### config.mk
export PLATFORM = sky130hd
export DESIGN_NAME = xbus_glue
export DESIGN_NICKNAME = d
export VERILOG_FILES = /design/src/rtl/glue_pkg.sv /design/src/rtl/glue_decode.sv /design/src/rtl/glue_sync.sv /design/src/rtl/glue_waitgen.sv /design/src/rtl/xbus_glue.sv
export SDC_FILE = /design/constraint.sdc
export NUM_CORES = 1
export LEC_CHECK = 0
export BUFFER_PORTS_ARGS = -buffer_cell sky130_fd_sc_hd__clkbuf_2
export CAP_MARGIN = 30
export CELL_PAD_IN_SITES_DETAIL_PLACEMENT = 2
export CELL_PAD_IN_SITES_GLOBAL_PLACEMENT = 2
export CORE_MARGIN = 5
export CORE_UTILIZATION = 23
export CTS_CLUSTER_DIAMETER = 100
export CTS_CLUSTER_SIZE = 20
export DETAILED_ROUTE_END_ITERATION = 7
export GPL_ROUTABILITY_DRIVEN = 0
export HOLD_SLACK_MARGIN = 0.08
export PLACE_DENSITY_LB_ADDON = 0.1
export SETUP_SLACK_MARGIN = 0.4
export SLEW_MARGIN = 20
export SYNTH_ARGS = -nofsm -noshare
export SYNTH_HDL_FRONTEND = slang
export SYNTH_HIERARCHICAL = 1
export SYNTH_SLANG_ARGS = --single-unit
### constraint.sdc
create_clock -name clk -period 1.95 [get_ports clk]
set_input_delay 0.2925 -clock clk [delete_from_list [all_inputs] [get_ports clk]]
set_output_delay 0.2925 -clock clk [all_outputs]
set_load 0.01 [all_outputs]
### src/rtl/glue_pkg.sv
package glue_pkg;
  typedef enum logic [1:0] {
    WG_IDLE = 2'd0,
    WG_HOLD = 2'd1,
    WG_DONE = 2'd2
  } wg_state_e;

  // True when the address shares the window's upper bits above span_log2.
  function automatic logic in_window(input logic [23:0] a,
                                     input logic [23:0] base,
                                     input int unsigned span_log2);
    return (a >> span_log2) == (base >> span_log2);
  endfunction

  // Counter step while holding wait; reaching 1 ends the hold.
  function automatic logic [2:0] count_step(input logic [2:0] c);
    return c - 3'd1;
  endfunction
endpackage

### src/rtl/glue_decode.sv
module glue_decode #(
  parameter logic [23:0] ETH_BASE = 24'h800000,
  parameter logic [23:0] ROM_BASE = 24'h900000,
  parameter int unsigned SPAN_LOG2 = 16
) (
  input  logic [23:0] addr,
  input  logic        as_n,
  output logic        eth_cs_n,
  output logic        rom_cs_n
);
  import glue_pkg::*;

  logic eth_hit, rom_hit;

  always_comb begin
    eth_hit  = in_window(addr, ETH_BASE, SPAN_LOG2);
    rom_hit  = in_window(addr, ROM_BASE, SPAN_LOG2);
    eth_cs_n = ~(~as_n & eth_hit);
    rom_cs_n = ~(~as_n & rom_hit & ~eth_hit);
  end
endmodule

### src/rtl/glue_sync.sv
module glue_sync #(
  parameter int unsigned WIDTH = 3,
  parameter int unsigned STAGES = 2
) (
  input  logic             clk,
  input  logic             rst,
  input  logic [WIDTH-1:0] d,
  output logic [WIDTH-1:0] q
);
  logic [WIDTH-1:0] chain [STAGES];

  for (genvar s = 0; s < STAGES; s++) begin : g_stage
    always_ff @(posedge clk) begin
      if (rst) chain[s] <= '0;
      else if (s == 0) chain[s] <= d;
      else chain[s] <= chain[(s == 0) ? 0 : s-1];
    end
  end

  assign q = chain[STAGES-1];
endmodule

### src/rtl/glue_waitgen.sv
module glue_waitgen #(
  parameter int unsigned CNT_W = 3
) (
  input  logic             clk,
  input  logic             rst,
  input  logic             sel_s,
  input  logic             rd_s,
  input  logic [CNT_W-1:0] wait_cycles,
  output logic             wait_o,
  output logic             ack_o
);
  import glue_pkg::*;

  wg_state_e        state;
  logic [CNT_W-1:0] cnt;

  // Named events for the assertions.
  logic start_rd, start_wr, start_zero, hold_last, in_done;

  always_comb begin
    start_rd   = (state == WG_IDLE) && sel_s && rd_s;
    start_wr   = (state == WG_IDLE) && sel_s && !rd_s;
    start_zero = start_rd && (wait_cycles == '0);
    hold_last  = (state == WG_HOLD) && (cnt == CNT_W'(1));
    in_done    = (state == WG_DONE);
  end

  always_ff @(posedge clk) begin
    if (rst) begin
      state <= WG_IDLE;
      cnt   <= '0;
    end else begin
      unique case (state)
        WG_IDLE: begin
          if (start_wr || start_zero) begin
            state <= WG_DONE;
          end else if (start_rd) begin
            state <= WG_HOLD;
            cnt   <= wait_cycles;
          end
        end
        WG_HOLD: begin
          if (hold_last) state <= WG_DONE;
          cnt <= count_step(cnt);
        end
        WG_DONE: begin
          if (!sel_s) state <= WG_IDLE;
        end
        default: state <= WG_IDLE;
      endcase
    end
  end

  assign wait_o = (state == WG_HOLD);
  assign ack_o  = in_done && sel_s;

  // Checker state: length of the current wait run and latched request.
  logic [CNT_W:0]   run_len;
  logic [CNT_W-1:0] n_lat;
  always_ff @(posedge clk) begin
    if (rst) begin
      run_len <= '0;
      n_lat   <= '0;
    end else begin
      run_len <= wait_o ? run_len + 1'b1 : '0;
      if (start_rd) n_lat <= wait_cycles;
    end
  end

  a_r5_hold_length: assert property (@(posedge clk) disable iff (rst)
    $fell(wait_o) |-> (run_len == {1'b0, n_lat}));
  a_r5_no_ack_in_wait: assert property (@(posedge clk) disable iff (rst)
    !(wait_o && ack_o));
  a_r4_write_no_wait: assert property (@(posedge clk) disable iff (rst)
    start_wr |=> !wait_o);
  a_r6_zero_no_wait: assert property (@(posedge clk) disable iff (rst)
    start_zero |=> !wait_o);
  a_r7_single_sequence: assert property (@(posedge clk) disable iff (rst)
    (in_done && sel_s) |=> !wait_o);
  a_r10_reset_release: assert property (@(posedge clk)
    rst |=> (!wait_o && !ack_o));
endmodule

### src/rtl/xbus_glue.sv
module xbus_glue #(
  parameter logic [23:0] ETH_BASE  = 24'h800000,
  parameter logic [23:0] ROM_BASE  = 24'h900000,
  parameter int unsigned SPAN_LOG2 = 16,
  parameter int unsigned CNT_W     = 3,
  parameter int unsigned SYNC_STG  = 2
) (
  input  logic             clk,
  input  logic             rst,
  input  logic [23:0]      addr,
  input  logic             as_n,
  input  logic             rd_wr,
  input  logic [CNT_W-1:0] wait_cycles,
  input  logic             irq_n_in,
  output logic             eth_cs_n,
  output logic             rom_cs_n,
  output logic             wait_o,
  output logic             dtack_n,
  output logic             irq_n_out
);
  localparam int unsigned SW = 3;

  logic          any_sel;
  logic [SW-1:0] raw_bus, syn_bus;
  logic          sel_s, rd_s, ack;

  glue_decode #(.ETH_BASE(ETH_BASE), .ROM_BASE(ROM_BASE), .SPAN_LOG2(SPAN_LOG2))
    u_dec (.addr(addr), .as_n(as_n), .eth_cs_n(eth_cs_n), .rom_cs_n(rom_cs_n));

  assign any_sel = ~eth_cs_n | ~rom_cs_n;
  assign raw_bus = {~as_n, any_sel, rd_wr};

  glue_sync #(.WIDTH(SW), .STAGES(SYNC_STG))
    u_sync (.clk(clk), .rst(rst), .d(raw_bus), .q(syn_bus));

  assign sel_s = syn_bus[2] & syn_bus[1];
  assign rd_s  = syn_bus[0];

  glue_waitgen #(.CNT_W(CNT_W))
    u_wg (.clk(clk), .rst(rst), .sel_s(sel_s), .rd_s(rd_s),
          .wait_cycles(wait_cycles), .wait_o(wait_o), .ack_o(ack));

  assign dtack_n   = ~ack;
  assign irq_n_out = irq_n_in;

  a_r2_selects_exclusive: assert property (@(posedge clk) disable iff (rst)
    !(!eth_cs_n && !rom_cs_n));
  a_r8_outside_no_ack: assert property (@(posedge clk) disable iff (rst)
    (!sel_s && !$past(sel_s)) |-> dtack_n);
endmodule

== Word-level counts from Yosys, hierarchy flattened ==
Memories as Yosys holds them, arrays and structs flattened.
Index checks and enable logic that the tools add are counted.
Storage, ports and cells
  logic and storage cells: 52
  output and inout port bits: 5
  memories kept: 1
  bits of input ports: 32
  register bits: 5
  bits in writable memories: 6
  memory bits (read-only): 0
  latch bits: 0
Memories
  u_sync.chain: words 2, width 3, read ports 2, clocked after memory_dff 0, wr ports 2, line glue_sync.sv:10  | logic [WIDTH-1:0] chain [STAGES];
Operators by class
  $mul: 0
  magnitude comparators: 0
  equal/unequal tests: 10
  bitwise logic cells: 12
  div/mod/pow operators: 0
  add/subtract/negate cells: 1
  muxes and demuxes: 13
  reductions and logical operators: 13
  shifts and indexed selects: 0
Operators with widths (count)
  $eq 8x8->1 const B: 2
  $mux 3: 4
  $mux 2: 4
  $logic_and 1x1->1: 6
  $pmux 2 s3: 1
  $pmux 3 s2: 1
  $reduce_and 3->1: 2
  $not 1->1: 5
  $and 1x1->1: 4
  $ne 2x1->1 const B: 2
  $ne 2x2->1 const B: 2
  $eq 3x1->1 const B: 1
  $logic_not 3->1: 1
  $mux 1: 3
  $ne 3x2->1 const B: 1
  $or 1x1->1: 3
  $sub 3x1->3 const B: 1
  $eq 2x1->1 const B: 1
  $eq 2x2->1 const B: 1
  $logic_not 2->1: 1
  $reduce_bool 2->1: 1
  $logic_not 1->1: 1
  $logic_or 1x1->1: 1

== Depth between registers and ports, before layout ==
Gate-level depths: netlist of the first run.
  depth after elaboration: 7
  gate-level depth with buffers: 5
  gate-level depth less buffers: 5

== By module ==
Netlist of the first run, hierarchy kept.
By module, submodules not included
  glue_waitgen: cells each 36, seq. area each 100.1 µm², instances 1, area an instance 324.1 µm²
  glue_sync: cells each 12, seq. area each 120.1 µm², instances 1, area an instance 157.7 µm²
  glue_decode: cells each 4, seq. area each 0.0 µm², instances 1, area an instance 57.6 µm²
  xbus_glue: cells each 5, seq. area each 0.0 µm², instances 1, area an instance 25.0 µm²

== Worst setup path before layout of the first run ==
OpenSTA, ideal clock, no wires.
  path kind: reg-to-reg
  start point: reg u_wg.state[0]
  end point: reg u_wg.cnt[0]
  arrival time: 0.939 ns
  required time: 1.838 ns
  setup slack: 0.899 ns
  period minus slack after synthesis: 1.051 ns
  library setup time: 0.112 ns
  stages on the path, launching flop included: 4
  path buffers: 0
  path through: dfxtp_1 > nor2b_4 > a311oi_1 > a2111oi_1
Between the ends
  elaborated cells on any way between the ends: 12
  those cells by class: eq/ne: 3; mux: 1; reduce/logical: 8
RTL lines
  start: declaration: line glue_waitgen.sv:14  | wg_state_e state;
  start signal: assignment: line glue_waitgen.sv:30  | state <= WG_IDLE;
  start signal: assignment: line glue_waitgen.sv:36  | state <= WG_DONE;
  start signal: assignment: line glue_waitgen.sv:38  | state <= WG_HOLD;
  $eq 2x1->1 *
  net wait_o: line xbus_glue.sv:17  | output logic wait_o,
  $reduce_bool 2->1 (no source line)
  $reduce_and 3->1 (no source line)
  end signal: assignment: line glue_waitgen.sv:39  | cnt <= wait_cycles;
  end signal: assignment: line glue_waitgen.sv:44  | cnt <= count_step(cnt);
  end: declaration: line glue_waitgen.sv:15  | logic [CNT_W-1:0] cnt;
The timed path passes the listed nets; every way through them passes the cells marked *.
A chain may end at the register's enable or synchronous reset.

==> results of run 1 <==
==> layout by cell type (no fill, tap or decap), drive strengths merged <==
| master | synthesis | layout |
|---|---|---|
| a2111oi | 1 | 1 |
| a211oi | 1 | 1 |
| a21oi | 2 | 2 |
| a221oi | 1 | 1 |
| a2bb2oi | 1 | 1 |
| a311oi | 1 | 1 |
| a31oi | 1 | 1 |
| and2 | 1 | 1 |
| and4bb | 1 | 1 |
| clkbuf | 0 | 21 |
| clkinv | 0 | 1 |
| dfxtp | 11 | 11 |
| ha | 2 | 2 |
| inv | 6 | 6 |
| nand2 | 1 | 1 |
| nand2b | 3 | 3 |
| nand3 | 1 | 1 |
| nand3b | 4 | 4 |
| nor2 | 2 | 2 |
| nor2b | 8 | 8 |
| nor3 | 1 | 1 |
| nor4 | 2 | 2 |
| nor4b | 1 | 1 |
| o21ai | 2 | 2 |
| o21bai | 1 | 1 |
| o311ai | 1 | 1 |
==> cell families after synthesis <==
kind of cell / Yosys count
AOI/OAI and AO/OA: 12
adders and majority gates: 2
buffers and inverters: 7
DFF: 11
and+or+nand+nor: 25
==> metal layers <==
layer	wire length (um)	global-route usage
met5	0	0
met3	141	0.0566
met4	15	0.0443
met1	520	0.0876
met2	680	0.154
==> area by class of cell <==
cell class	count	area, sq um	share of cell area
clock buffers	3	22.5	0.0316
clock inverters	1	5.00	0.00702
inverters	6	22.5	0.0316
multi-input cells	39	315	0.442
flip-flops and latches	11	220	0.309
well taps	30	37.5	0.0526
repair buffers	18	90.1	0.126
==> report_power, final <==
group          switching [uW]  total, uW  internal [uW]  leakage (uW)
clock                    81.9        158           75.9     0.0000177
combinational            16.8       33.7           16.8      0.000164
sequential               1.50        230            228     0.0000895
==> per-stage QoR <==
| stage | utilization | cells | worst slack [ns] | cell area (sq um) |
|---|---|---|---|---|
| 6_report | 0.296 | 108 | 0.542 | 713 |
| 5_1_grt | 0.296 | 108 | 0.409 | 713 |
| 4_1_cts | 0.295 | 108 | 0.468 | 712 |
| 3_5_place_dp | 0.284 | 104 | 0.699 | 684 |
| 3_3_place_gp | 0.284 | 104 | 0.690 | 684 |
| 2_1_floorplan | - | 57 | 0.899 | 564 |
==> worst max-delay path by stage <==
stage	from	end	slack [ns]	depth (start not counted)
after CTS	u_sync/chain[1][2]	dtack_n	0.47	5
after floorplan	u_wg/state[0]	u_wg/cnt[0]	0.90	3
final	u_sync/chain[1][2]	dtack_n	0.54	5
after detailed placement	as_n	rom_cs_n	0.70	4
after global routing	u_sync/chain[1][2]	dtack_n	0.41	5
after global placement	as_n	rom_cs_n	0.69	4
==> critical path: cells and delay by family (launching register included) <==
family / cells / cell delay (ns)
buffers and inverters: 2 / 0.16
DFF: 1 / 0.30
and+or+nand+nor: 3 / 0.40
==> repair_timing <==
item | 4_1_cts | 5_1_grt
setup endpoints to repair | 0 | 1
resized for setup | 0 | 1
buffers inserted | 0 | 0
==> sequential cells by signal, summed over array words and instances (netlist names) <==
signal        flops
u_wg/cnt          3
u_wg/state        2
u_sync/chain      6
==> results.toml, run 1 <==
[run]
cap_violations = 0

[sta]
finalCriticalPeriod_ns = 1.41
skew_ns = 0.00466
worstMarginPinSlew_ns = 0.316
tns_ns = 0
setup_viol = 0
relSlewSlack = 0.788
rsz0062_at_grt = "false"
post-route-period-util = 0.722
hold_ws_ns = 0.253
finalHoldViolCount = 0
clock.fmax_mhz = 710
drv_slew = 0

[grt]
grt_pass1_wl_mm = 2.35
antenna_found_initial = 0
grt_use_total = 0.0918
grt.overflow.total = 0
grt_max_degree = 12
grt_pass1_vias = 562

[floorplan]
initial_core_util = 0.234
die-area_sq_mm = 0.00354
num_rows = 18
die_w_um = 59.5
pin_count = 37
fp.coreArea_sq_mm = 0.00241
fp.dieH_um = 59.5

[cells_and_area]
fillCellCount = 287
syn_to_final_growth_pct = 26.4
nets = 113
drive_above_1_share = 0.359
n_antenna_cell = 0

[synthesis]
syn_nets = 91
synth.most_common_cell = "dfxtp_1"
synth-seq-area-share = 0.390
synth_cells = 57
synth_area_leaders = "dfxtp_1 (39%), nor2b_1 (7.8%), nand3b_1 (5.3%)"
synth_xor_area_frac = 0
synth_top_cell_area_share = 0.390
synth_seq_cells = 11
synth_top_family_by_area = "simple AND/OR/NAND/NOR gates"
synthArstFlopShare = 0
synth_edf_count = 0
netlist_area_sq_um = 564
synth_cell_types = 28
yosys_warnings = 6
ys.flop_type = "dfxtp_1"
synth_fa_ha_area_frac = 0.0443
synthSimpleGateAreaFrac = 0.359
synth_compound_area_frac = 0.153
yosysTopAreaCell = "dfxtp_1"
netlist_top_cells_count = "dfxtp_1 (11), nor2b_1 (7), inv_1 (6), nand3b_1 (4), nand2b_1 (3)"
synth.area.mux_share = 0
synth.avg_cell_area_sq_um = 9.90

[worst_hold_path]
min_path_type = "in2reg"
hold_end = "u_sync/chain[0][0]"
hold_depth = 2
min-delay-start = "rd_wr"

[place]
port_buffers = 18
hpwl_mm = 1.14

[setup_path]
rr_startpoint = "u_wg/cnt[0]"
r2r.worst_path.cells = 5
cp_slowest_cell = "dfxtp_1"
reg2reg_to = "u_wg/cnt[2]"
worstPathArrival_ns = 1.12
worstSetupEndpointType = "primary output"
critPathLaunchType = "register"
crit_fanout = 5
worstPathRequired_ns = 1.66
crit_path_cell_trace = "and2_2 -> nand2b_1 -> nor2_1 -> inv_1 -> clkbuf_2"
critical_path.max_stage_delay_ns = 0.30
reg2reg_slack_ns = 0.77
crit_type = "reg2out"

[clock_tree]
htreeDepth = 1
cts.reportedPaths.clkPinSlew_ns = 0.07
clk_path_buf_depth = 2
cts_buffers = 3
clk_latency_ns = 0.27
cts_tree = "yes"
hold_buffers = 0
cts_root_buffer = "clkbuf_4"
numClockSinks = 11

[route]
drt_first_pass_iters = 2
route.antenna.remaining_nets = 0
wire_per_inst_um = 12.6
drcViolationCount = 0
vias = 502
viasPerCell = 4.65
drtIter0Drc = 9
wl_mm = 1.36

[power_and_ir_drop]
peakVddDrop_v = 0.000426
power.total_uw = 421
powerDensity_mw_per_mm2 = 591
p_leak_uw = 0.000271

[run_status]
run_status = "completed"
Note: power is estimated with default switching activity, not from simulation.
==> run 2: changes to the inputs <==
Settings changed: CORE_UTILIZATION 23 to 21.
Clock period 1.95 ns to 1.4 ns, I/O delays scaled along.
==> run 2 against run 1 <==
Net effect:
- cell count is 5.6% higher
- register-to-register slack got worse by 0.56 ns
- sequential cell count unchanged
- non-clock buffer count up 6
- die area rose by 7.9%
- global-route usage rose by 0.86 points
- sequential power up 38%
- routed wire length increased by 16%
- clock power up 42%
- combinational power increased by 60%
==> results.toml, run 2 (synthesis results as in run 1) <==
[place]
placed_cells = 104
port_buffers = 18
hpwl_mm = 1.14

[cells_and_area]
utilization = 0.331
nets = 119
n_antenna_cell = 0
drive_above_1_share = 0.560
syn_to_final_growth_pct = 47.9
regMostFlops = "u_sync/chain"
multi_input_area_sq_um = 360
largest_reg_flops = 6
top_regs = "u_sync/chain (6), u_wg/cnt (3), u_wg/state (2)"
final_common_cell = "clkbuf_2"
seq_area_sq_um = 229
fillCellCount = 303
fin_cells = 114
mostFrequentLayoutCells = "clkbuf_2 (14), nor2b_1 (7), inv_1 (6), dfxtp_1 (6), buf_4 (5)"

[sta]
post-route-period-util = 0.883
setup_viol = 0
worstMarginPinSlew_ns = 0.404
relSlewSlack = 0.729
tns_ns = 0
hold_ws_ns = 0.152
skew_ns = 0.0108
clock.fmax_mhz = 809
drv_slew = 0
finalHoldViolCount = 0
finalCriticalPeriod_ns = 1.24
rsz0062_at_grt = "true"

[floorplan]
fp.coreArea_sq_mm = 0.00252
die-area_sq_mm = 0.00382
fp.dieH_um = 61.8
die_w_um = 61.8
initial_core_util = 0.224
pin_count = 37
num_rows = 18

[grt]
grt_pass1_wl_mm = 2.68
grt_use_total = 0.100
grt.overflow.total = 0
grt_pass1_vias = 561
antenna_found_initial = 0
grt_max_degree = 12

[setup_path]
r2r.worst_path.cells = 6
worstSetupEndpointType = "primary output"
reg2reg_to = "u_wg/cnt[2]"
worstPathRequired_ns = 1.19
crit_type = "reg2out"
critPathLaunchType = "register"
rr_startpoint = "u_sync/chain[1][2]"
crit_fanout = 2
worstPathArrival_ns = 1.03
reg2reg_slack_ns = 0.21

[clock_tree]
cts.reportedPaths.clkPinSlew_ns = 0.07
cts_tree = "yes"
clk_path_buf_depth = 2
cts_root_buffer = "clkbuf_4"
htreeDepth = 1
hold_buffers = 0
numClockSinks = 11
cts_buffers = 3
clk_latency_ns = 0.28

[route]
drt_first_pass_iters = 3
route.antenna.remaining_nets = 0
wl_mm = 1.57
viasPerCell = 4.57
vias = 521
wire_per_inst_um = 13.8
drcViolationCount = 0
drtIter0Drc = 27

[power_and_ir_drop]
peakVddDrop_v = 0.000393
powerDensity_mw_per_mm2 = 715
p_leak_uw = 0.000312
power.total_uw = 596

[run_status]
run_status = "completed"

[worst_hold_path]
hold_depth = 2
min-delay-start = "rd_wr"
hold_end = "u_sync/chain[0][0]"
min_path_type = "in2reg"

[run]
cap_violations = 0
[run 2: routing by layer]
layer / vias up / global-route usage / routed length [um]
met4: 0 / 0.0273 / 13
met3: 2 / 0.0455 / 81
li1: 255 / - / -
met1: 255 / 0.119 / 676
met5: - / 0 / 0
met2: 9 / 0.164 / 800
[run 2: metrics by stage]
stage          worst slack (ns)  cell area [sq um]
3_3_place_gp              0.242                688
3_5_place_dp              0.231                688
5_1_grt                   0.100                835
4_1_cts                   0.119                771
6_report                  0.163                835
2_1_floorplan             0.398                568
[run 2: power by group]
part           switching [uW]  internal (uW)
clock                     119            106
sequential               1.97            316
combinational            26.6           27.1
total                     147            449
[run 2: what timing repair did]
| item | CTS | global route |
|---|---|---|
| buffers inserted | 4 | 2 |
| pin swaps | 6 | 10 |
| resized for setup | 5 | 16 |
| endpoints found under the setup margin | 8 | 9 |
[run 2: layout make-up]
cell class / count / area share
multi-input combinational: 39 / 0.432
sequential: 11 / 0.274
timing repair buffer: 24 / 0.189
tap: 30 / 0.0450
clock buffer: 3 / 0.0270
inverter: 6 / 0.0270
clock inverter: 1 / 0.00600
[run 2: worst max-delay path by stage]
| stage | from | endpoint | slack, ns |
|---|---|---|---|
| 6_report | u_sync/chain[1][2] | dtack_n | 0.16 |
| 5_1_grt | u_sync/chain[1][2] | dtack_n | 0.10 |
| 4_1_cts | u_sync/chain[1][2] | dtack_n | 0.12 |
| 3_5_place_dp | u_wg/state[1] | u_wg/cnt[0] | 0.23 |
| 3_3_place_gp | wait_cycles[0] | u_wg/cnt[1] | 0.24 |
| 2_1_floorplan | u_wg/state[1] | u_wg/cnt[0] | 0.40 |
[run 2: critical path, stage by stage (launching register included)]
cell and delay (ns):
dfxtp_2 0.32, and2_4 0.15, nand2b_4 0.06, nor2_2 0.07, inv_1 0.04, buf_2 0.13
==> run 3: changes to the inputs <==
Settings changed: ABC_AREA set to 1, CORE_UTILIZATION 21 to 19.
==> run 3 against run 2 <==
Net effect:
- sequential share of layout area decreased by 3.6 points
- worst setup slack improved by 0.039 ns
- area after synthesis increased by 9.8%
- critical path depth unchanged
- sequential cell count unchanged
- critical path type unchanged
- final area increased by 16%
- sequential power increased by 10%
- cell count increased by 47%
- synthesized cell count increased by 72%
- first-iteration DRC count decreased by 70%
- count of clock-buffer cells in the layout increased by 1
- die area increased by 18%
==> results.toml, run 3 <==
[cells_and_area]
multi_input_area_sq_um = 385
largest_reg_flops = 6
mostFrequentLayoutCells = "inv_1 (19), nand2_1 (16), clkbuf_2 (12)"
n_antenna_cell = 0
regMostFlops = "u_sync/chain"
fillCellCount = 377
syn_to_final_growth_pct = 55.8
fin_cells = 168
seq_area_sq_um = 230
top_regs = "u_sync/chain (6), u_wg/cnt (3), u_wg/state (2)"
drive_above_1_share = 0.500
final_common_cell = "inv_1"
nets = 159

[synthesis]
synth_cell_types = 16
synth_edf_count = 0
synth-seq-area-share = 0.356
ys.flop_type = "dfxtp_1"
yosys_warnings = 6
synthArstFlopShare = 0
synth.avg_cell_area_sq_um = 6.32
synth_seq_cells = 11
synth.most_common_cell = "inv_1"
synth_cells = 98
synth_area_leaders = "dfxtp_1 (36%), inv_1 (14%), nand2_1 (13%)"
netlist_area_sq_um = 619
syn_nets = 132
netlist_top_cells_count = "inv_1 (23), nand2_1 (22), nor2_1 (15), dfxtp_1 (11), nand3_1 (6)"
yosysTopAreaCell = "dfxtp_1"
synth_top_cell_area_share = 0.356

[sta]
tns_ns = 0
finalHoldViolCount = 0
clock.fmax_mhz = 835
drv_slew = 0
worstMarginPinSlew_ns = 0.209
relSlewSlack = 0.859
skew_ns = 0.00656
setup_viol = 0
rsz0062_at_grt = "true"
finalCriticalPeriod_ns = 1.20
post-route-period-util = 0.855
hold_ws_ns = 0.143

[floorplan]
num_rows = 20
die-area_sq_mm = 0.00450
fp.dieH_um = 67.1
initial_core_util = 0.201
die_w_um = 67.1
pin_count = 37
fp.coreArea_sq_mm = 0.00308

[setup_path]
cp_slowest_cell = "dfxtp_4"
critical_path.max_stage_delay_ns = 0.38
worstSetupEndpoint = "dtack_n"
worstPathRequired_ns = 1.19
worstSetupStartpoint = "u_wg/state[0]"
crit_fanout = 4
rr_startpoint = "u_sync/chain[1][2]"
reg2reg_to = "u_wg/cnt[0]"
crit_type = "reg2out"
reg2reg_slack_ns = 0.24
critPathLaunchType = "register"
worstSetupEndpointType = "primary output"
cpMostUsedCell = "inv_2"
worstPathArrival_ns = 0.99
r2r.worst_path.cells = 9
crit_path_cell_trace = "inv_4 -> nand3_4 -> inv_2 -> inv_2 -> buf_6"
path_delay_family = "flip-flops"
crit_cells = 5
cp_num_buf_inv = 4

[place]
hpwl_mm = 1.39
port_buffers = 18
placed_cells = 159

[grt]
grt_pass1_vias = 669
antenna_found_initial = 0
grt_use_total = 0.0856
grt.overflow.total = 0
grt_pass1_wl_mm = 2.80
grt_max_degree = 9

[run_status]
run_status = "completed"

[power_and_ir_drop]
p_leak_uw = 0.000483
peakVddDrop_v = 0.000215
power.total_uw = 785
powerDensity_mw_per_mm2 = 813

[clock_tree]
clk_path_buf_depth = 2
numClockSinks = 11
cts.reportedPaths.clkPinSlew_ns = 0.08
cts_buffers = 3
cts_root_buffer = "clkbuf_4"
clk_latency_ns = 0.26
cts_tree = "yes"
htreeDepth = 1

[route]
drcViolationCount = 0
wl_mm = 1.77
wire_per_inst_um = 10.5
route.antenna.remaining_nets = 0
vias = 634
viasPerCell = 3.77
drtIter0Drc = 8
drt_first_pass_iters = 3

[run]
cap_violations = 0

[worst_hold_path]
min_path_type = "in2reg"
run 3: changes by cell type in the layout (fill, tap and decap cells not counted), moves of 4 or more:
cell,before,now
nor2_2,1,5
nor2_1,1,10
nor2b_1,7,0
nor2_4,0,4
inv_2,0,4
nand3b_1,4,0
nand2_1,1,16
inv_1,6,19
nand2_2,0,7
run 3: cell families after synthesis:
group                    synth area share
AND/OR/NAND/NOR                     0.368
buffers and inverters               0.170
AO/OA/AOI/OAI                      0.0525
XOR/XNOR                           0.0141
adder cells (fa/ha/maj)            0.0404
flip-flops                          0.356
run 3: power breakdown:
part	leakage, uW	total, uW	switching (uW)	internal, uW
Sequential	0.0000921	351	18.8	332
Clock	0.0000150	216	106	110
Combinational	0.000376	218	122	95.9
Total	0.000483	785	247	538
run 3: timing repair:
action	in CTS	in global routing
setup endpoints to repair	9	9
pin swaps	6	6
buffers inserted	5	0
hold buffers	0	0
resized for setup	24	23
run 3: worst reg2reg max path, stage by stage (launching register included):
cell and delay [ns]:
dfxtp_2 0.32, nand2_2 0.06, inv_4 0.07, inv_2 0.04
nor3_2 0.13, nand2_2 0.11, nand3_4 0.15, nand2_1 0.07
nand2_1 0.07, nor2_2 0.03
run 3: layout make-up:
type | count | share of cell area
Clock buffer | 4 | 0.0272
Multi-Input combinational cell | 60 | 0.399
Tap cell | 44 | 0.0571
Timing Repair Buffer | 23 | 0.169
Inverter | 26 | 0.109
Sequential cell | 11 | 0.239
run 3: worst min-delay path by stage:
stage               slack [ns]  cells after the start                 end                from
floorplan                 0.27                      1       u_wg/state[0]                 rst
global placement          0.39                      2  u_sync/chain[1][1]  u_sync/chain[0][1]
detailed placement        0.40                      2  u_sync/chain[1][2]  u_sync/chain[0][2]
CTS                       0.14                      3  u_sync/chain[0][0]               rd_wr
global route              0.14                      3  u_sync/chain[0][0]               rd_wr
finish                    0.14                      3  u_sync/chain[0][0]               rd_wr
run 3: metal layers:
metal | vias to the layer above | share of wire | track usage
li1 | 333 | - | -
met1 | 289 | 0.43 | 0.0971
met2 | 10 | 0.53 | 0.147
met3 | 2 | 0.033 | 0.0236
met4 | 0 | 0.011 | 0.0380
met5 | - | 0 | 0
run 3: through the flow:
stage	setup slack, ns	utilization	cell area, sq um
after floorplan	0.378	-	624
after global placement	0.231	0.248	762
after detailed placement	0.170	0.248	762
after CTS	0.181	0.291	895
after global routing	0.149	0.313	965
final	0.202	0.313	965
